<file path="config.mk">
export PLATFORM = sky130hd
export DESIGN_NAME = dbgp_link
export DESIGN_NICKNAME = d
export VERILOG_FILES = /design/src/rtl/dbgp_pkg.sv /design/src/rtl/dbgp_shifter.sv /design/src/rtl/dbgp_status.sv /design/src/rtl/dbgp_decode.sv /design/src/rtl/dbgp_link.sv
export SDC_FILE = /design/constraint.sdc
export NUM_CORES = 1
export LEC_CHECK = 0
export BUFFER_PORTS_ARGS = -buffer_cell sky130_fd_sc_hd__buf_2
export CORE_MARGIN = 4
export CORE_UTILIZATION = 40
export DETAILED_ROUTE_END_ITERATION = 10
export SYNTH_ARGS = -nofsm -noshare
export SYNTH_HDL_FRONTEND = slang
export SYNTH_SLANG_ARGS = --single-unit
</file>
<file path="constraint.sdc">
create_clock -name clk -period 6.75 [get_ports clk]
set_clock_uncertainty 0.2 [all_clocks]
set_input_delay 0 -clock clk [delete_from_list [all_inputs] [get_ports clk]]
set_output_delay 0 -clock clk [all_outputs]
set_load 0.005 [all_outputs]
</file>
<file path="src/rtl/dbgp_pkg.sv">
package dbgp_pkg;
  typedef enum logic [1:0] {
    ST_VALID  = 2'b00,
    ST_SEQERR = 2'b01,
    ST_IRQ    = 2'b10,
    ST_NULL   = 2'b11
  } dbg_stat_e;

  localparam int CODE_W = 7;
  localparam logic [4:0] CMD_TAG    = 5'b11111;
  localparam logic [1:0] CMD_BRK    = 2'b00;
  localparam logic [1:0] CMD_RST    = 2'b01;
  localparam logic [1:0] CMD_FDL_ON = 2'b10;
endpackage

</file>
<file path="src/rtl/dbgp_shifter.sv">
module dbgp_shifter #(
  parameter int DATA_W = 32,
  localparam int FRM_W = DATA_W + 2
) (
  input  logic              clk,
  input  logic              rst_n,
  input  logic              bit_stb,
  input  logic              ser_in,
  input  logic              ready,
  input  logic [1:0]        ld_stat,
  input  logic [DATA_W-1:0] ld_data,
  output logic              ser_out,
  output logic              busy,
  output logic              start_acc,
  output logic              frm_done,
  output logic [FRM_W-1:0]  frm_word
);
  localparam int CNT_W = $clog2(FRM_W);
  localparam logic [CNT_W-1:0] LAST = CNT_W'(FRM_W - 1);

  logic             busy_q, busy_d;
  logic [CNT_W-1:0] cnt_q, cnt_d;
  logic [FRM_W-2:0] in_q, in_d;
  logic [FRM_W-1:0] out_q, out_d;

  always_comb begin
    start_acc = !busy_q && bit_stb && ser_in && ready;
    frm_done  = busy_q && bit_stb && (cnt_q == LAST);
    frm_word  = {in_q, ser_in};
    ser_out   = busy_q ? out_q[FRM_W-1] : !ready;
    busy      = busy_q;
    busy_d = busy_q;
    cnt_d  = cnt_q;
    in_d   = in_q;
    out_d  = out_q;
    if (start_acc) begin
      busy_d = 1'b1;
      cnt_d  = '0;
      out_d  = {ld_stat, ld_data};
    end else if (busy_q && bit_stb) begin
      in_d  = {in_q[FRM_W-3:0], ser_in};
      out_d = {out_q[FRM_W-2:0], 1'b0};
      cnt_d = cnt_q + 1'b1;
      if (cnt_q == LAST) busy_d = 1'b0;
    end
  end

  always_ff @(posedge clk or negedge rst_n) begin
    if (!rst_n) begin
      busy_q <= 1'b0;
      cnt_q  <= '0;
      in_q   <= '0;
      out_q  <= '0;
    end else begin
      busy_q <= busy_d;
      cnt_q  <= cnt_d;
      in_q   <= in_d;
      out_q  <= out_d;
    end
  end

  assert_start_needs_ready_R2: assert property (@(posedge clk) disable iff (!rst_n)
    $rose(busy_q) |-> $past(ready));
endmodule

</file>
<file path="src/rtl/dbgp_status.sv">
module dbgp_status
  import dbgp_pkg::*;
#(
  parameter int DATA_W = 32
) (
  input  logic              clk,
  input  logic              rst_n,
  input  logic              ret_vld,
  input  logic [DATA_W-1:0] ret_data,
  input  logic              irq,
  input  logic              seq_set,
  input  logic              take,
  output logic [1:0]        stat,
  output logic [DATA_W-1:0] stat_data
);
  logic              full_q, full_d;
  logic              seq_q, seq_d;
  logic              irq_q, irq_d;
  logic [DATA_W-1:0] dreg_q, dreg_d;

  always_comb begin
    stat_data = '0;
    if (full_q) begin
      stat      = ST_VALID;
      stat_data = dreg_q;
    end else if (seq_q) begin
      stat = ST_SEQERR;
    end else if (irq_q) begin
      stat = ST_IRQ;
    end else begin
      stat = ST_NULL;
    end
    full_d = ret_vld ? 1'b1 : (take && full_q) ? 1'b0 : full_q;
    seq_d  = seq_set ? 1'b1 : (take && !full_q && seq_q) ? 1'b0 : seq_q;
    irq_d  = irq ? 1'b1 : (take && !full_q && !seq_q && irq_q) ? 1'b0 : irq_q;
    dreg_d = ret_vld ? ret_data : dreg_q;
  end

  always_ff @(posedge clk or negedge rst_n) begin
    if (!rst_n) begin
      full_q <= 1'b0;
      seq_q  <= 1'b0;
      irq_q  <= 1'b0;
      dreg_q <= '0;
    end else begin
      full_q <= full_d;
      seq_q  <= seq_d;
      irq_q  <= irq_d;
      dreg_q <= dreg_d;
    end
  end

  assert_irq_held_over_R9: assert property (@(posedge clk) disable iff (!rst_n)
    take && full_q && irq_q |=> irq_q);
  assert_irq_reported_once_R10: assert property (@(posedge clk) disable iff (!rst_n)
    take && !full_q && !seq_q && irq_q && !irq |=> !irq_q);
endmodule

</file>
<file path="src/rtl/dbgp_decode.sv">
module dbgp_decode
  import dbgp_pkg::*;
#(
  parameter int DATA_W = 32,
  localparam int FRM_W = DATA_W + 2
) (
  input  logic              clk,
  input  logic              rst_n,
  input  logic              frm_done,
  input  logic [FRM_W-1:0]  frm_word,
  input  logic              exp_data,
  output logic              instr_vld,
  output logic              data_vld,
  output logic [DATA_W-1:0] word,
  output logic [CODE_W-1:0] trap_en,
  output logic              brk_neg,
  output logic              core_rst,
  output logic              fdl,
  output logic              seq_set
);
  logic              mode, ctrl;
  logic [DATA_W-1:0] payload;
  logic [CODE_W-1:0] code;
  logic ivld_d, dvld_d, brk_d, rst_d, seq_d, fdl_d;
  logic [DATA_W-1:0] word_d;
  logic [CODE_W-1:0] trap_d;

  always_comb begin
    mode    = frm_word[FRM_W-1];
    ctrl    = frm_word[FRM_W-2];
    payload = frm_word[DATA_W-1:0];
    code    = payload[DATA_W-1 -: CODE_W];
    ivld_d = 1'b0;
    dvld_d = 1'b0;
    brk_d  = 1'b0;
    rst_d  = 1'b0;
    seq_d  = 1'b0;
    word_d = word;
    trap_d = trap_en;
    fdl_d  = fdl;
    if (frm_done) begin
      if (!mode) begin
        if (ctrl == exp_data) begin
          word_d = payload;
          if (ctrl) dvld_d = 1'b1;
          else      ivld_d = 1'b1;
        end else begin
          seq_d = 1'b1;
        end
      end else if (!ctrl) begin
        trap_d = code;
      end else if (code[4:0] == CMD_TAG) begin
        case (code[CODE_W-1 -: 2])
          CMD_BRK:    brk_d = 1'b1;
          CMD_RST:    rst_d = 1'b1;
          CMD_FDL_ON: fdl_d = 1'b1;
          default:    fdl_d = 1'b0;
        endcase
      end
    end
  end

  always_ff @(posedge clk or negedge rst_n) begin
    if (!rst_n) begin
      instr_vld <= 1'b0;
      data_vld  <= 1'b0;
      word      <= '0;
      trap_en   <= '0;
      brk_neg   <= 1'b0;
      core_rst  <= 1'b0;
      fdl       <= 1'b0;
      seq_set   <= 1'b0;
    end else begin
      instr_vld <= ivld_d;
      data_vld  <= dvld_d;
      word      <= word_d;
      trap_en   <= trap_d;
      brk_neg   <= brk_d;
      core_rst  <= rst_d;
      fdl       <= fdl_d;
      seq_set   <= seq_d;
    end
  end

  assert_single_action_R3: assert property (@(posedge clk) disable iff (!rst_n)
    $onehot0({instr_vld, data_vld, brk_neg, core_rst, seq_set}));
  assert_trap_only_at_end_R5: assert property (@(posedge clk) disable iff (!rst_n)
    !frm_done |=> $stable(trap_en));
  assert_reset_pulse_short_R6: assert property (@(posedge clk) disable iff (!rst_n)
    core_rst |=> !core_rst);
endmodule

</file>
<file path="src/rtl/dbgp_link.sv">
module dbgp_link
  import dbgp_pkg::*;
#(
  parameter int DATA_W = 32
) (
  input  logic              clk,
  input  logic              rst_n,
  input  logic              bit_stb,
  input  logic              ser_in,
  output logic              ser_out,
  input  logic              core_want_instr,
  input  logic              core_want_data,
  output logic              core_instr_vld,
  output logic              core_data_vld,
  output logic [DATA_W-1:0] core_word,
  input  logic              core_ret_vld,
  input  logic [DATA_W-1:0] core_ret_data,
  input  logic              irq_req,
  output logic [CODE_W-1:0] trap_en,
  output logic              brk_negate,
  output logic              core_reset,
  output logic              fast_dl
);
  localparam int FRM_W = DATA_W + 2;

  logic [1:0]        rst_pipe_q;
  logic              rst_int;
  logic              ready, busy, start_acc, frm_done, seq_set;
  logic              exp_data_q, exp_data_d;
  logic [FRM_W-1:0]  frm_word;
  logic [1:0]        stat;
  logic [DATA_W-1:0] stat_data;

  always_ff @(posedge clk or negedge rst_n) begin
    if (!rst_n) rst_pipe_q <= 2'b00;
    else        rst_pipe_q <= {rst_pipe_q[0], 1'b1};
  end
  assign rst_int = rst_pipe_q[1];

  always_comb begin
    ready      = (core_want_instr || core_want_data) && !busy
                 && !core_instr_vld && !core_data_vld;
    exp_data_d = start_acc ? (core_want_data && !core_want_instr) : exp_data_q;
  end

  always_ff @(posedge clk or negedge rst_int) begin
    if (!rst_int) exp_data_q <= 1'b0;
    else          exp_data_q <= exp_data_d;
  end

  dbgp_shifter #(.DATA_W(DATA_W)) i_shift (
    .clk(clk), .rst_n(rst_int), .bit_stb(bit_stb), .ser_in(ser_in),
    .ready(ready), .ld_stat(stat), .ld_data(stat_data), .ser_out(ser_out),
    .busy(busy), .start_acc(start_acc), .frm_done(frm_done), .frm_word(frm_word)
  );

  dbgp_status #(.DATA_W(DATA_W)) i_stat (
    .clk(clk), .rst_n(rst_int), .ret_vld(core_ret_vld), .ret_data(core_ret_data),
    .irq(irq_req), .seq_set(seq_set), .take(start_acc), .stat(stat),
    .stat_data(stat_data)
  );

  dbgp_decode #(.DATA_W(DATA_W)) i_dec (
    .clk(clk), .rst_n(rst_int), .frm_done(frm_done), .frm_word(frm_word),
    .exp_data(exp_data_q), .instr_vld(core_instr_vld), .data_vld(core_data_vld),
    .word(core_word), .trap_en(trap_en), .brk_neg(brk_negate),
    .core_rst(core_reset), .fdl(fast_dl), .seq_set(seq_set)
  );

  assert_idle_output_high_R1: assert property (@(posedge clk) disable iff (!rst_int)
    !busy && !core_want_instr && !core_want_data |-> ser_out);
  assert_mismatch_discarded_R4: assert property (@(posedge clk) disable iff (!rst_int)
    frm_done && !frm_word[FRM_W-1] && (frm_word[FRM_W-2] != exp_data_q)
    |=> !core_instr_vld && !core_data_vld);
endmodule

</file>
==> metrics.md <==
| Metric | Value |
|---|---|
| DR WL/cell | `14.1 µm` |
| Req. time, crit path | `approximately 6.8 ns` |
| Critical Setup Path Class | `reg -> reg` |
| Nets | `682` |
| Mux contribution to synthesized area | `0.236` |
| Global-route wire length before repair | `between 20000 and 25000 µm` |
| Critical path peak fanout | `36` |
| Vias in the first global route | `between 4000 and 5000` |
| Placement Setup Slack | `4.37 ns` |
| Share of layout cells above drive strength 1 | `0.309` |
| Synth Register Bits | `157` |
| Syn nets | `563` |
| Total core area | `0.0159 mm²` |
| CP Capture Type | `flip-flop` |
| Leakage | `roughly 4.1 nW` |
| Gr ovfl total | `0` |
| Reg2reg start | `i_stat.full_q$_DFFE_PN0P_` |
| Die W | `between 100 and 150 µm` |
| Most frequent cells in the layout | `156 x dfrtp_1, 127 x nand2_1, 84 x buf_2` |
| Setup Fix Bufs, Post-CTS | `0` |
| Max-cap violations | `0` |
| Synthesized area | `0.00652 mm²` |
| Synth top area share | `0.603` |
| Synth Area in Compound Gates | `0.0196` |
| DRC viols | `0` |
| Startpoint types | `flip-flop` |
| Num ports | `85` |
| Routability-driven placement congestion ratio | `roughly 0.74` |
| CTS tree | `done` |
| Area contributors post-synth | `dfrtp_1 60%, mux2_2 11%, mux2i_1 10%` |
| Simple-gate portion of the synthesized area | `0.107` |
| Leading cell type in the layout, fill and taps excluded | `dfrtp_1` |
| Setup slack, reg-to-reg | `4.14 ns` |
| Number of buffers created by CTS | `17` |
| Register area share after synthesis | `0.603` |
| Area Growth Syn to Fin | `25.6%` |
| Adder-Cell Fraction of Synth Area | `0.00768` |
| Row count | `46` |
| Hold Crit Class | `in -> reg` |
| Largest family of logic cells by synthesized area | `multiplexers` |
| Mapped Cells | `519` |
| DR iter-0 viols | `between 150 and 200` |
| Final WL | `about 12000 µm` |
| Fin crit period | `2.61 ns` |
| Cell area power density | `332 mW/mm²` |
| Slew Limit Headroom | `0.207` |
| Initial Utilization | `0.409` |
| Result of the run | `finished, final reports clean` |
| Hold_sp | `core_ret_vld` |
| Max VDD drop | `0.000219 V` |
| Total negative slack | `0 ns` |
| Sequential cell area | `just under 0.004 mm²` |
| Clock root cell | `clkbuf_16` |
| Inserted Diodes | `0` |
| Fill cell count | `between 1000 and 1500` |
| Die ar. | `0.0184 mm²` |
| Clk_lat worst skew | `~0.42 ns` |
| Hold depth | `2` |
| Mean post-synth cell area | `between 10 and 15 µm²` |
| H-tree levels | `4` |
| All-layer global routing usage | `0.139` |
| Multi-input logic area | `0.00243 mm²` |
| Max-slew violation count | `0` |
| Total number of vias | `4128` |
| Post-route setup slack | `4.14 ns` |
| Final worst path period share | `0.386` |
| Post-synth cell types | `40` |
| FMAX | `384 MHz` |
| Reg-to-Reg End | `i_stat.irq_q$_DFFE_PN0P_` |
| Largest net degree at the start of global routing | `88` |
| ANT nets after route | `0` |
| Longest Clk Path Bufs | `2` |
| Worst-Margin Slew | `~1.2 ns` |
| Initial antenna violation count | `0` |
| Synth warn | `0` |
| Clock sink total | `157` |
| CP arrival | `around 2.7 ns` |
| Fin. Hold Viols | `0` |
| R2r worst-path depth | `4` |
| Port Buffers | `84` |
| Synth Area in XOR/XNOR | `0` |
| Detail Placement HPWL | `7600 µm` |
| Die H | `between 100 and 150 µm` |
| Via/cell ratio | `~4.8` |
| Post-synth top area cell | `dfrtp_1` |
| Unrepaired setup endpoints after global routing | `no` |
| Hold endpoint | `i_stat.full_q$_DFFE_PN0P_` |
| Clk slew on worst S/H paths | `0.06 ns` |
| Drt pass-1 iters | `4` |
| Final setup fails | `0` |
synthesized netlist by cell type:
cell type / number
o22ai_1: 1
o21ai_0: 5
buf_6: 1
nor3_1: 1
o21a_1: 2
nand4b_1: 1
buf_4: 2
or4_2: 1
nand2_1: 127
buf_2: 10
mux2i_1: 68
nor4_1: 4
nand3b_1: 1
nor4_4: 1
clkbuf_1: 15
nor2_1: 2
buf_1: 1
nand3_1: 1
mux2_2: 65
or2_2: 3
mux2_4: 7
o41ai_1: 1
ha_1: 4
nand2b_1: 2
dfrtp_1: 157
nor3_2: 1
inv_1: 8
conb_1: 1
or4_4: 1
mux2_1: 2
nand4_2: 1
a21o_1: 1
or3_1: 1
or3_4: 1
and3_2: 1
o31ai_1: 2
nand4_1: 3
and2_1: 4
a21oi_1: 7
o21bai_1: 2
how the worst max path moves through the flow:
stage                              start                          to  slack, ns  cells after the start
5_1_grt        i_stat.full_q$_DFFE_PN0P_    i_stat.irq_q$_DFFE_PN0P_       3.95                      4
3_5_place_dp     rst_pipe_q[1]$_DFF_PN0_  i_dec.word[13]$_DFFE_PN0P_       4.37                      1
6_report       i_stat.full_q$_DFFE_PN0P_    i_stat.irq_q$_DFFE_PN0P_       4.14                      4
4_1_cts        i_stat.full_q$_DFFE_PN0P_    i_stat.irq_q$_DFFE_PN0P_       4.12                      4
2_1_floorplan    rst_pipe_q[1]$_DFF_PN0_      exp_data_q$_DFFE_PN0N_       1.85                      0
3_3_place_gp     rst_pipe_q[1]$_DFF_PN0_  i_dec.word[12]$_DFFE_PN0P_       4.43                      1
cell type report:
type / instances / area share
clock buffer: 20 / 0.0546
inverter: 8 / 0.00367
tap: 216 / 0.0330
clock inverter: 11 / 0.0261
timing repair buffer: 129 / 0.105
sequential: 157 / 0.481
multi-input combinational: 325 / 0.297
logic make-up (layout without fill, tap and decap cells):
family / Yosys count / after routing
flops: 157 / 157
simple gates: 157 / 157
mux: 142 / 142
buf+inv: 37 / 168
compound gates: 21 / 21
fa+ha+maj: 4 / 4
other cells: 1 / 1
layer usage:
| metal | track usage | up-vias | share of wire |
|---|---|---|---|
| met2 | 0.223 | 87 | 0.47 |
| met5 | 0 | - | 0 |
| met1 | 0.184 | 2026 | 0.47 |
| met3 | 0.0375 | 12 | 0.050 |
| li1 | - | 2003 | - |
| met4 | 0.0493 | 0 | 0.013 |
registers in the layout, summed over array words and instances (netlist names):
name             count
exp_data_q           1
i_dec.brk_neg        1
i_dec.core_rst       1
i_dec.data_vld       1
i_dec.fdl            1
i_dec.instr_vld      1
i_dec.seq_set        1
i_dec.trap_en        7
i_dec.word          32
i_shift.busy         1
i_shift.cnt_q        6
i_shift.in_q        33
i_shift.out_q       34
i_stat.dreg_q       32
i_stat.full_q        1
i_stat.irq_q         1
i_stat.seq_q         1
rst_pipe_q           2
metrics by stage:
stage	hold WS, ns	power [mW]	instance area, µm²	util	cells
after floorplan	-0.496	1.55	6520	-	519
after global placement	-0.412	1.63	7110	0.446	794
after detailed placement	-0.411	1.66	7110	0.446	794
after CTS	0.0324	2.75	8180	0.513	866
after global routing	0.0808	2.87	8180	0.513	866
final	0.0354	2.72	8180	0.513	866
worst max-delay path: stages (launching register included):
cell and delay [ns]:
dfrtp_1 0.83, or2_2 0.52, o41ai_1 0.27, nand2b_1 0.09, dlygate4sd3_1 0.56
power breakdown:
part | total, mW | leakage (nW) | internal [mW] | switching, mW
logic | 0.380 | 1.75 | 0.194 | 0.186
clock network | 1.06 | 0.316 | 0.701 | 0.364
registers | 1.27 | 2.03 | 1.14 | 0.138
timing repair:
action / 4_1_cts / 5_1_grt
hold buffers: 41 / 0
hold endpoints to repair: 49 / 0
resized for setup: 0 / 0
Note: power is estimated with default switching activity, not from simulation.
